--- src/rtl/ibt_pkg.sv ---
package ibt_pkg;
  // Strobes from the scan sequencer to the map datapath, all single-cycle.
  typedef struct packed {
    logic setBad;     // accepted marker byte is not erased: retire current block
    logic nextPage;   // advance to the next marker row of the current block
    logic nextBlock;  // advance to row 0 of the next block
  } scan_strobe_t;
endpackage

--- src/rtl/ibt_ctrl.sv ---
module ibt_ctrl
  import ibt_pkg::*;
(
  input  logic         clk,
  input  logic         rst,
  input  logic         rdValid,
  input  logic         markerErased,
  input  logic         onLastMarkPage,
  input  logic         onLastBlock,
  output logic         rdReq,
  output logic         scanDone,
  output scan_strobe_t ctl
);
  typedef enum logic [0:0] {ST_SCAN, ST_DONE} scan_state_t;

  scan_state_t state;
  logic        accept;
  logic        blockDecided;

  assign accept       = (state == ST_SCAN) && rdValid;
  assign blockDecided = !markerErased || onLastMarkPage;

  always_ff @(posedge clk) begin
    if (rst) begin
      state <= ST_SCAN;
    end else if (accept && blockDecided && onLastBlock) begin
      state <= ST_DONE;
    end
  end

  always_comb begin
    rdReq         = (state == ST_SCAN);
    scanDone      = (state == ST_DONE);
    ctl.setBad    = accept && !markerErased;
    ctl.nextPage  = accept && !blockDecided;
    ctl.nextBlock = accept && blockDecided && !onLastBlock;
  end

  // an unanswered request is not withdrawn
  a_r3_req_held: assert property (@(posedge clk) disable iff (rst)
    rdReq && !rdValid |=> rdReq);

  // completion is permanent until reset
  a_r6_done_sticky: assert property (@(posedge clk) disable iff (rst)
    scanDone |=> scanDone && !rdReq);
endmodule

--- src/rtl/ibt_datapath.sv ---
module ibt_datapath
  import ibt_pkg::*;
#(
  parameter int          NUM_BLOCKS      = 128,
  parameter int          PAGES_PER_BLOCK = 32,
  parameter int          PAGE_BYTES      = 128,
  parameter int          DATA_W          = 8,
  parameter int          MARK_PAGES      = 2,
  parameter int          MARKER_COL      = 0,
  parameter logic [7:0]  ERASED_VAL      = 8'hFF,
  localparam int BLK_W  = $clog2(NUM_BLOCKS),
  localparam int PG_W   = $clog2(PAGES_PER_BLOCK),
  localparam int COL_W  = $clog2(PAGE_BYTES),
  localparam int ADDR_W = BLK_W + PG_W + COL_W,
  localparam int CNT_W  = $clog2(NUM_BLOCKS + 1)
) (
  input  logic              clk,
  input  logic              rst,
  input  scan_strobe_t      ctl,
  input  logic [DATA_W-1:0] rdData,
  input  logic              markBadValid,
  input  logic [BLK_W-1:0]  markBadBlk,
  input  logic [BLK_W-1:0]  lookupBlk,
  output logic [ADDR_W-1:0] rdAddr,
  output logic              markerErased,
  output logic              onLastMarkPage,
  output logic              onLastBlock,
  output logic              lookupGood,
  output logic [CNT_W-1:0]  badCount
);
  logic [BLK_W-1:0]      blkCnt;
  logic [PG_W-1:0]       pageCnt;
  logic [NUM_BLOCKS-1:0] badMap;
  logic [NUM_BLOCKS-1:0] setVec;
  logic                  scanHit;
  logic                  markHit;

  assign markerErased   = (rdData == DATA_W'(ERASED_VAL));
  assign onLastMarkPage = (pageCnt == PG_W'(MARK_PAGES - 1));
  assign onLastBlock    = (blkCnt == BLK_W'(NUM_BLOCKS - 1));
  assign rdAddr         = {blkCnt, pageCnt, COL_W'(MARKER_COL)};
  assign lookupGood     = !badMap[lookupBlk];

  // Row/block walker
  always_ff @(posedge clk) begin
    if (rst) begin
      blkCnt  <= '0;
      pageCnt <= '0;
    end else if (ctl.nextBlock) begin
      blkCnt  <= blkCnt + 1'b1;
      pageCnt <= '0;
    end else if (ctl.nextPage) begin
      pageCnt <= pageCnt + 1'b1;
    end
  end

  // Per-block set requests; block 0 is exempt from both sources
  for (genvar i = 0; i < NUM_BLOCKS; i++) begin : g_set
    if (i == 0) begin : g_guaranteed
      assign setVec[i] = 1'b0;
    end else begin : g_retirable
      assign setVec[i] = (ctl.setBad && blkCnt == BLK_W'(i)) ||
                         (markBadValid && markBadBlk == BLK_W'(i));
    end
  end

  assign scanHit = ctl.setBad && (blkCnt != '0) && !badMap[blkCnt];
  assign markHit = markBadValid && (markBadBlk != '0) && !badMap[markBadBlk] &&
                   !(scanHit && markBadBlk == blkCnt);

  always_ff @(posedge clk) begin
    if (rst) begin
      badMap   <= '0;
      badCount <= '0;
    end else begin
      badMap   <= badMap | setVec;
      badCount <= badCount + CNT_W'(scanHit) + CNT_W'(markHit);
    end
  end

  // a bad verdict on a non-final block restarts at row 0
  a_r4_skip_second: assert property (@(posedge clk) disable iff (rst)
    ctl.setBad && !onLastBlock |=> pageCnt == '0);

  // the first block always reads as usable
  a_r7_blk0_good: assert property (@(posedge clk) disable iff (rst)
    lookupBlk == '0 |-> lookupGood);

  // a retired block shows up in the map one cycle later
  a_r9_mark_lands: assert property (@(posedge clk) disable iff (rst)
    markBadValid && markBadBlk != '0 |=> badMap[$past(markBadBlk)]);

  // the count never decreases and never exceeds the retirable blocks
  a_r10_count_monotonic: assert property (@(posedge clk) disable iff (rst)
    1'b1 |=> badCount >= $past(badCount) && badCount <= CNT_W'(NUM_BLOCKS - 1));
endmodule

--- src/rtl/badblock_table.sv ---
module badblock_table
  import ibt_pkg::*;
#(
  parameter int         NUM_BLOCKS      = 128,
  parameter int         PAGES_PER_BLOCK = 32,
  parameter int         PAGE_BYTES      = 128,
  parameter int         DATA_W          = 8,
  parameter int         MARK_PAGES      = 2,
  parameter int         MARKER_COL      = 0,
  parameter logic [7:0] ERASED_VAL      = 8'hFF
) (
  input  logic clk,
  input  logic rst,
  output logic rdReq,
  output logic [$clog2(NUM_BLOCKS)+$clog2(PAGES_PER_BLOCK)+$clog2(PAGE_BYTES)-1:0] rdAddr,
  input  logic rdValid,
  input  logic [DATA_W-1:0] rdData,
  input  logic markBadValid,
  input  logic [$clog2(NUM_BLOCKS)-1:0] markBadBlk,
  input  logic [$clog2(NUM_BLOCKS)-1:0] lookupBlk,
  output logic lookupGood,
  output logic scanDone,
  output logic [$clog2(NUM_BLOCKS+1)-1:0] badCount
);
  scan_strobe_t ctl;
  logic         markerErased;
  logic         onLastMarkPage;
  logic         onLastBlock;

  ibt_ctrl u_ctrl (
    .clk            (clk),
    .rst            (rst),
    .rdValid        (rdValid),
    .markerErased   (markerErased),
    .onLastMarkPage (onLastMarkPage),
    .onLastBlock    (onLastBlock),
    .rdReq          (rdReq),
    .scanDone       (scanDone),
    .ctl            (ctl)
  );

  ibt_datapath #(
    .NUM_BLOCKS      (NUM_BLOCKS),
    .PAGES_PER_BLOCK (PAGES_PER_BLOCK),
    .PAGE_BYTES      (PAGE_BYTES),
    .DATA_W          (DATA_W),
    .MARK_PAGES      (MARK_PAGES),
    .MARKER_COL      (MARKER_COL),
    .ERASED_VAL      (ERASED_VAL)
  ) u_dp (
    .clk            (clk),
    .rst            (rst),
    .ctl            (ctl),
    .rdData         (rdData),
    .markBadValid   (markBadValid),
    .markBadBlk     (markBadBlk),
    .lookupBlk      (lookupBlk),
    .rdAddr         (rdAddr),
    .markerErased   (markerErased),
    .onLastMarkPage (onLastMarkPage),
    .onLastBlock    (onLastBlock),
    .lookupGood     (lookupGood),
    .badCount       (badCount)
  );

  // the address of a pending fetch does not move
  a_r3_addr_stable: assert property (@(posedge clk) disable iff (rst)
    rdReq && !rdValid |=> $stable(rdAddr));
endmodule

--- config.mk ---
export PLATFORM = sky130hd
export DESIGN_NAME = badblock_table
export DESIGN_NICKNAME = d
export VERILOG_FILES = /design/src/rtl/ibt_pkg.sv /design/src/rtl/ibt_ctrl.sv /design/src/rtl/ibt_datapath.sv /design/src/rtl/badblock_table.sv
export SDC_FILE = /design/constraint.sdc
export NUM_CORES = 1
export LEC_CHECK = 0
export BUFFER_PORTS_ARGS = -buffer_cell sky130_fd_sc_hd__buf_2
export CAP_MARGIN = 5
export CORE_ASPECT_RATIO = 1.25
export CORE_UTILIZATION = 41
export DETAILED_ROUTE_END_ITERATION = 8
export PLACE_DENSITY = 0.67
export SETUP_SLACK_MARGIN = 0.3
export SYNTH_ARGS = -nofsm -noshare
export SYNTH_HDL_FRONTEND = slang
export SYNTH_SLANG_ARGS = --single-unit
--- constraint.sdc ---
create_clock -name clk -period 4.89 [get_ports clk]
set_clock_uncertainty 0.2 [all_clocks]
set_input_delay 0.489 -clock clk [delete_from_list [all_inputs] [get_ports clk]]
set_output_delay 0.489 -clock clk [all_outputs]
set_load 0.02 [all_outputs]
### Word-level counts from Yosys, hierarchy flattened

Index checks and enable logic that the tools add are counted.

* word-level logic and storage cells: 681
* output and inout bits: 30
* input port bits: 26
* flip-flop bits (word level): 149

* bitwise gates (word level): 2
* $add $sub $neg: 4
* multiplexer cells: 6
* eq/ne operators: 257
* reductions and logical operators: 404
* $lt $le $gt $ge: 3

Operators by type and width (number)
* $eq 7x7->1 const B: 128
* $eq 7x6->1 const B: 64
* $logic_and 1x1->1: 266
* $eq 7x5->1 const B: 32
* $logic_or 1x1->1: 128
* $or 128x128->128: 1
* $eq 7x4->1 const B: 16
* $eq 7x3->1 const B: 8
* $eq 7x2->1 const B: 4
* $lt 7x8->1 const B: 3
* $bmux 1 s7: 3
* $add 8x1->8: 2
* $eq 7x1->1 const B: 2
* $reduce_bool 7->1: 2
* $eq 8x8->1 const B: 1
* $add 7x1->7 const B: 1
* $eq 7x7->1: 1
* $logic_not 1->1: 7
* $add 5x1->5 const B: 1
* $eq 5x1->1 const B: 1
* $mux 1: 3
* $reduce_or 2->1: 1
* $not 1->1: 1

### Depth between registers and ports, before layout

* depth in word-level cells: 9
* mapped depth: 18

### Hierarchy

Synthesis repeated with hierarchy kept, for this count alone.

* cells, all modules: 860
* area total of the unflattened synthesis: 9088.7 um2

By module, submodules not included
* ibt_datapath: times used 1, cells each 851, seq. area each 2942.8 um2, area each 9007.4 um2
* ibt_ctrl: times used 1, cells each 9, seq. area each 20.0 um2, area each 81.3 um2

### Least setup slack after synthesis

OpenSTA, ideal clock, no wires.

* path kind: input to register
* from: input port markBadBlk[0]
* to: register u_dp.badCount[5]
* stages: 17
* slack: 1.304 ns
* data required time: 4.562 ns
* data arrival time: 3.258 ns
* buffers on the path: 4
* setup time: 0.128 ns
* cells stage by stage: buf_2 buf_6 buf_6 buf_6 mux4_2 mux2i_1 nand2_1 o21ai_0 nor2_1 nor4_1 o22ai_1 fa_1 inv_1 and3_1 nand3_1 xor2_1 nor2_1

* word-level cells in the longest chain between the ends: 6
* elaborated cells on any way between the ends: 11
* classes of those cells: 1 x add/sub; 1 x eq/ne; 2 x mux; 7 x reduce/logical

Ends and longest elaborated chain
* start: declaration: line badblock_table.sv:19 `input logic [$clog2(NUM_BLOCKS)-1:0] markBadBlk,`
* $bmux 1 s7: line ibt_datapath.sv:68 `assign markHit = markBadValid && (markBadBlk != '0) && !badMap[markBadBlk] &&`
* $mux 1 (not written as such): line ibt_datapath.sv:68
* $logic_not 1->1: line ibt_datapath.sv:68
* $logic_and 1x1->1: line ibt_datapath.sv:68
* $logic_and 1x1->1 (*): line ibt_datapath.sv:68
* $add 8x1->8 (*): line ibt_datapath.sv:77 `badCount <= badCount + CNT_W'(scanHit) + CNT_W'(markHit);`
* end signal: assignment: line ibt_datapath.sv:77
* end: declaration: line ibt_datapath.sv:29 `output logic [CNT_W-1:0] badCount`

Every way passes the cells marked *; elsewhere a longest branch is shown, timed or not. The select of a mux whose other input is x is not followed.
A chain may end at the register's enable or synchronous reset.

### Final worst setup path

* from: input port lookupBlk[0]
* to: output port lookupGood

* word-level cells in the longest chain between the ends: 3

Ends and longest elaborated chain
* start: declaration: line badblock_table.sv:20 `input logic [$clog2(NUM_BLOCKS)-1:0] lookupBlk,`
* $bmux 1 s7: line ibt_datapath.sv:42 `assign lookupGood = !badMap[lookupBlk];`
* $mux 1 (not written as such): line ibt_datapath.sv:42
* $logic_not 1->1: line ibt_datapath.sv:42
* end: declaration: line badblock_table.sv:21 `output logic lookupGood,`

No other way between the ends. The select of a mux whose other input is x is not followed.

==> results.txt <==
Die height: 169 µm
Core Util, Final: 46.1%
GPL Wtd Cong: 0.985
Worst-path cell chain: buf_2, buf_4, mux4_2, mux4_2, mux2i_1, nand2_1, o21ai_0, o21a_1, buf_2
Drt via density: 7.31
Fin area: 0.0100 mm²
Post-DP Area: 0.00946 mm²
Pre-antenna DRT Iters: 8
Ys async rst share: 0%
Post-CTS setup buffers: 0
Final TNS setup: 0 ns
Ports: 56
Share of layout cells above drive strength 1: 24.0%
Final Cycle Share: 88.9%
DRC Markers: 0
Crit-path slowest cell: buf_2
Vias post-DR: 8692
Chip width: 136 µm
Worst-Skew Late Latency: 0.44 ns
Tot Pwr: 2.88 mW
Synth Instances: 919
Number of flops mapped to enable cells by yosys: 0
Setup violations, final: 0
Gr usage total: 31.0%
Peak Freq: 0.230 GHz
Top post-synthesis cells by area: dfxtp_1, mux4_2, a221oi_1
Post-DP HPWL: 22.8 mm
GR Overflow Total: 0
Final worst slack: 0.543 ns
Core Footprint: 0.0218 mm²
CTS tree: built
WP data required: 4.20 ns
Max VDD drop: 0.000206 V
DRT antenna net count: 0
Cts repair resizes: 0
Worst-path maximum fanout: 27
Power per cell area: 287 mW/mm²
Slew Limit Fails: 0
Initial Utilization: 42.1%
Synth warn: 0
Vias in the first global route: 8111
Worst slew margin: 16.1%
Initial antenna violation count: 1
CTS Hold Bufs: 0
Max Cap Viol: 0
Synth top cells by count: nor2_1, dfxtp_1, a221oi_1
Leak: 3.51 nW
Critical Path AT: 3.66 ns
Layout net count: 932
Finished Layout Cells: 1189
Status: complete, no violations
Min Clock Period, post-route: 4.35 ns
Clk pin slew, worst setup/hold paths: 0.06 ns
Die ar.: 0.0230 mm²
Fillers: 2055
Mean Syn Cell Area: 9.99 µm²
Cell taking the most area after synthesis: dfxtp_1
Routed wire length: 34.8 mm
Global-route wire length before repair: 51.4 mm
Port buffer count: 48
Final hold viol count: 0
Post-Syn Area: 0.00918 mm²
Count leader, synth: nor2_1
Dpl cells: 1158
FP Rows: 60
Primary FF master, synth: dfxtp_1
Synth top area share: 32.3%
Worst-margin pin slew: 1.25 ns
Clock Tree Buf Depth: 2
Flops & latches, synth: 148
Area Growth Syn to Fin: 9.41%
CTS buffer count: 17
Post-place setup slack: 0.686 ns
DR WL/cell: 29.3 µm
Critical Path Sink Type: output pin
Initial DRC count: 1443
ANT cells: 0
Root buffer selected by CTS: clkbuf_16
RSZ-0062 raised after global routing: no
Clock sinks: 148
Max incr delay on CP: 0.75 ns
Largest net degree at the start of global routing: 62
Class of the worst hold path: reg2reg
Startpoint types: input port
Crit Path Category: in2out
Sequential area share after synthesis: 32.3%
Hold Slack: 0.329 ns
H-tree Lvls: 4
Synth unique cells: 48
## registers in the layout, indices dropped and copies added (netlist names)
signal and cells:
u_dp.pageCnt 5, u_dp.badMap 127, u_ctrl.scanDone 1, u_dp.blkCnt 7
u_dp.badCount 8
## layout by cell type (no fill, tap or decap), drive strengths merged, types with 3 or more instances in the layout
cell type / synthesis / layout
buf: 35 / 74
and3: 17 / 17
nor4: 3 / 3
nor2b: 7 / 7
xnor2: 8 / 8
nand4: 6 / 6
dfxtp: 148 / 148
mux2i: 9 / 9
mux2: 5 / 5
a22oi: 7 / 7
a221oi: 113 / 113
o21ai: 7 / 7
a21oi: 45 / 45
o211ai: 4 / 4
nor3: 11 / 11
xor2: 13 / 13
clkinv: 1 / 6
clkbuf: 85 / 20
inv: 8 / 10
a211oi: 3 / 3
ha: 7 / 7
nor2: 158 / 158
nand2: 30 / 30
a31oi: 3 / 3
nand2b: 7 / 7
nand3: 24 / 24
mux4: 104 / 104
and2: 31 / 31
nand3b: 3 / 3
conb: 1 / 7
## power breakdown
group | switching [mW] | total, mW | internal (mW)
Clock | 0.555 | 1.33 | 0.777
Combinational | 0.204 | 0.310 | 0.105
Sequential | 0.0209 | 1.24 | 1.22
Total | 0.780 | 2.88 | 2.10
## worst max-delay path: cells and delay by family
family / cells / cell delay [ns]
buf+inv: 3 / 1.24
compound gates: 2 / 0.22
mux: 3 / 1.58
simple gates: 1 / 0.09
## final timing paths
check,startpoint,end,slack [ns],depth (start not counted)
worst max-delay path,lookupBlk[0],lookupGood,0.54,9
worst max register to register,u_dp.blkCnt[0],u_dp.badCount[4],1.00,14
worst min-delay path,u_ctrl.scanDone,u_ctrl.scanDone,0.33,2
worst min register to register,u_ctrl.scanDone,u_ctrl.scanDone,0.33,2
## cells by family (layout without fill, tap and decap cells)
family          after synthesis  in the layout  share of synthesized area (%)
compound gates              192            192                           16.0
xor+xnor                     21             21                           2.00
fa+ha+maj                     8              8                           1.17
buf+inv                     129            114                           6.29
flops                       148            148                           32.3
mux                         118            118                           27.1
other cells                   1              7                         0.0409
simple gates                302            302                           15.1
## final cells by class
cell class | count | area [µm²] | share of cell area (%)
multi-input combinational | 648 | 5660 | 56.4
sequential | 148 | 2970 | 29.5
clock buffer | 20 | 457 | 4.55
timing repair buffer | 74 | 450 | 4.49
tap | 279 | 349 | 3.48
clock inverter | 11 | 125 | 1.25
inverter | 9 | 33.8 | 0.336
## routing by layer
metal | share of wire, % | vias up | track usage, %
li1 | - | 3462 | -
met1 | 35 | 4273 | 38.5
met2 | 45 | 778 | 47.0
met3 | 12 | 177 | 7.77
met4 | 7.8 | 2 | 21.3
met5 | 0.037 | - | 0
Power figures use the tool's default switching activity.
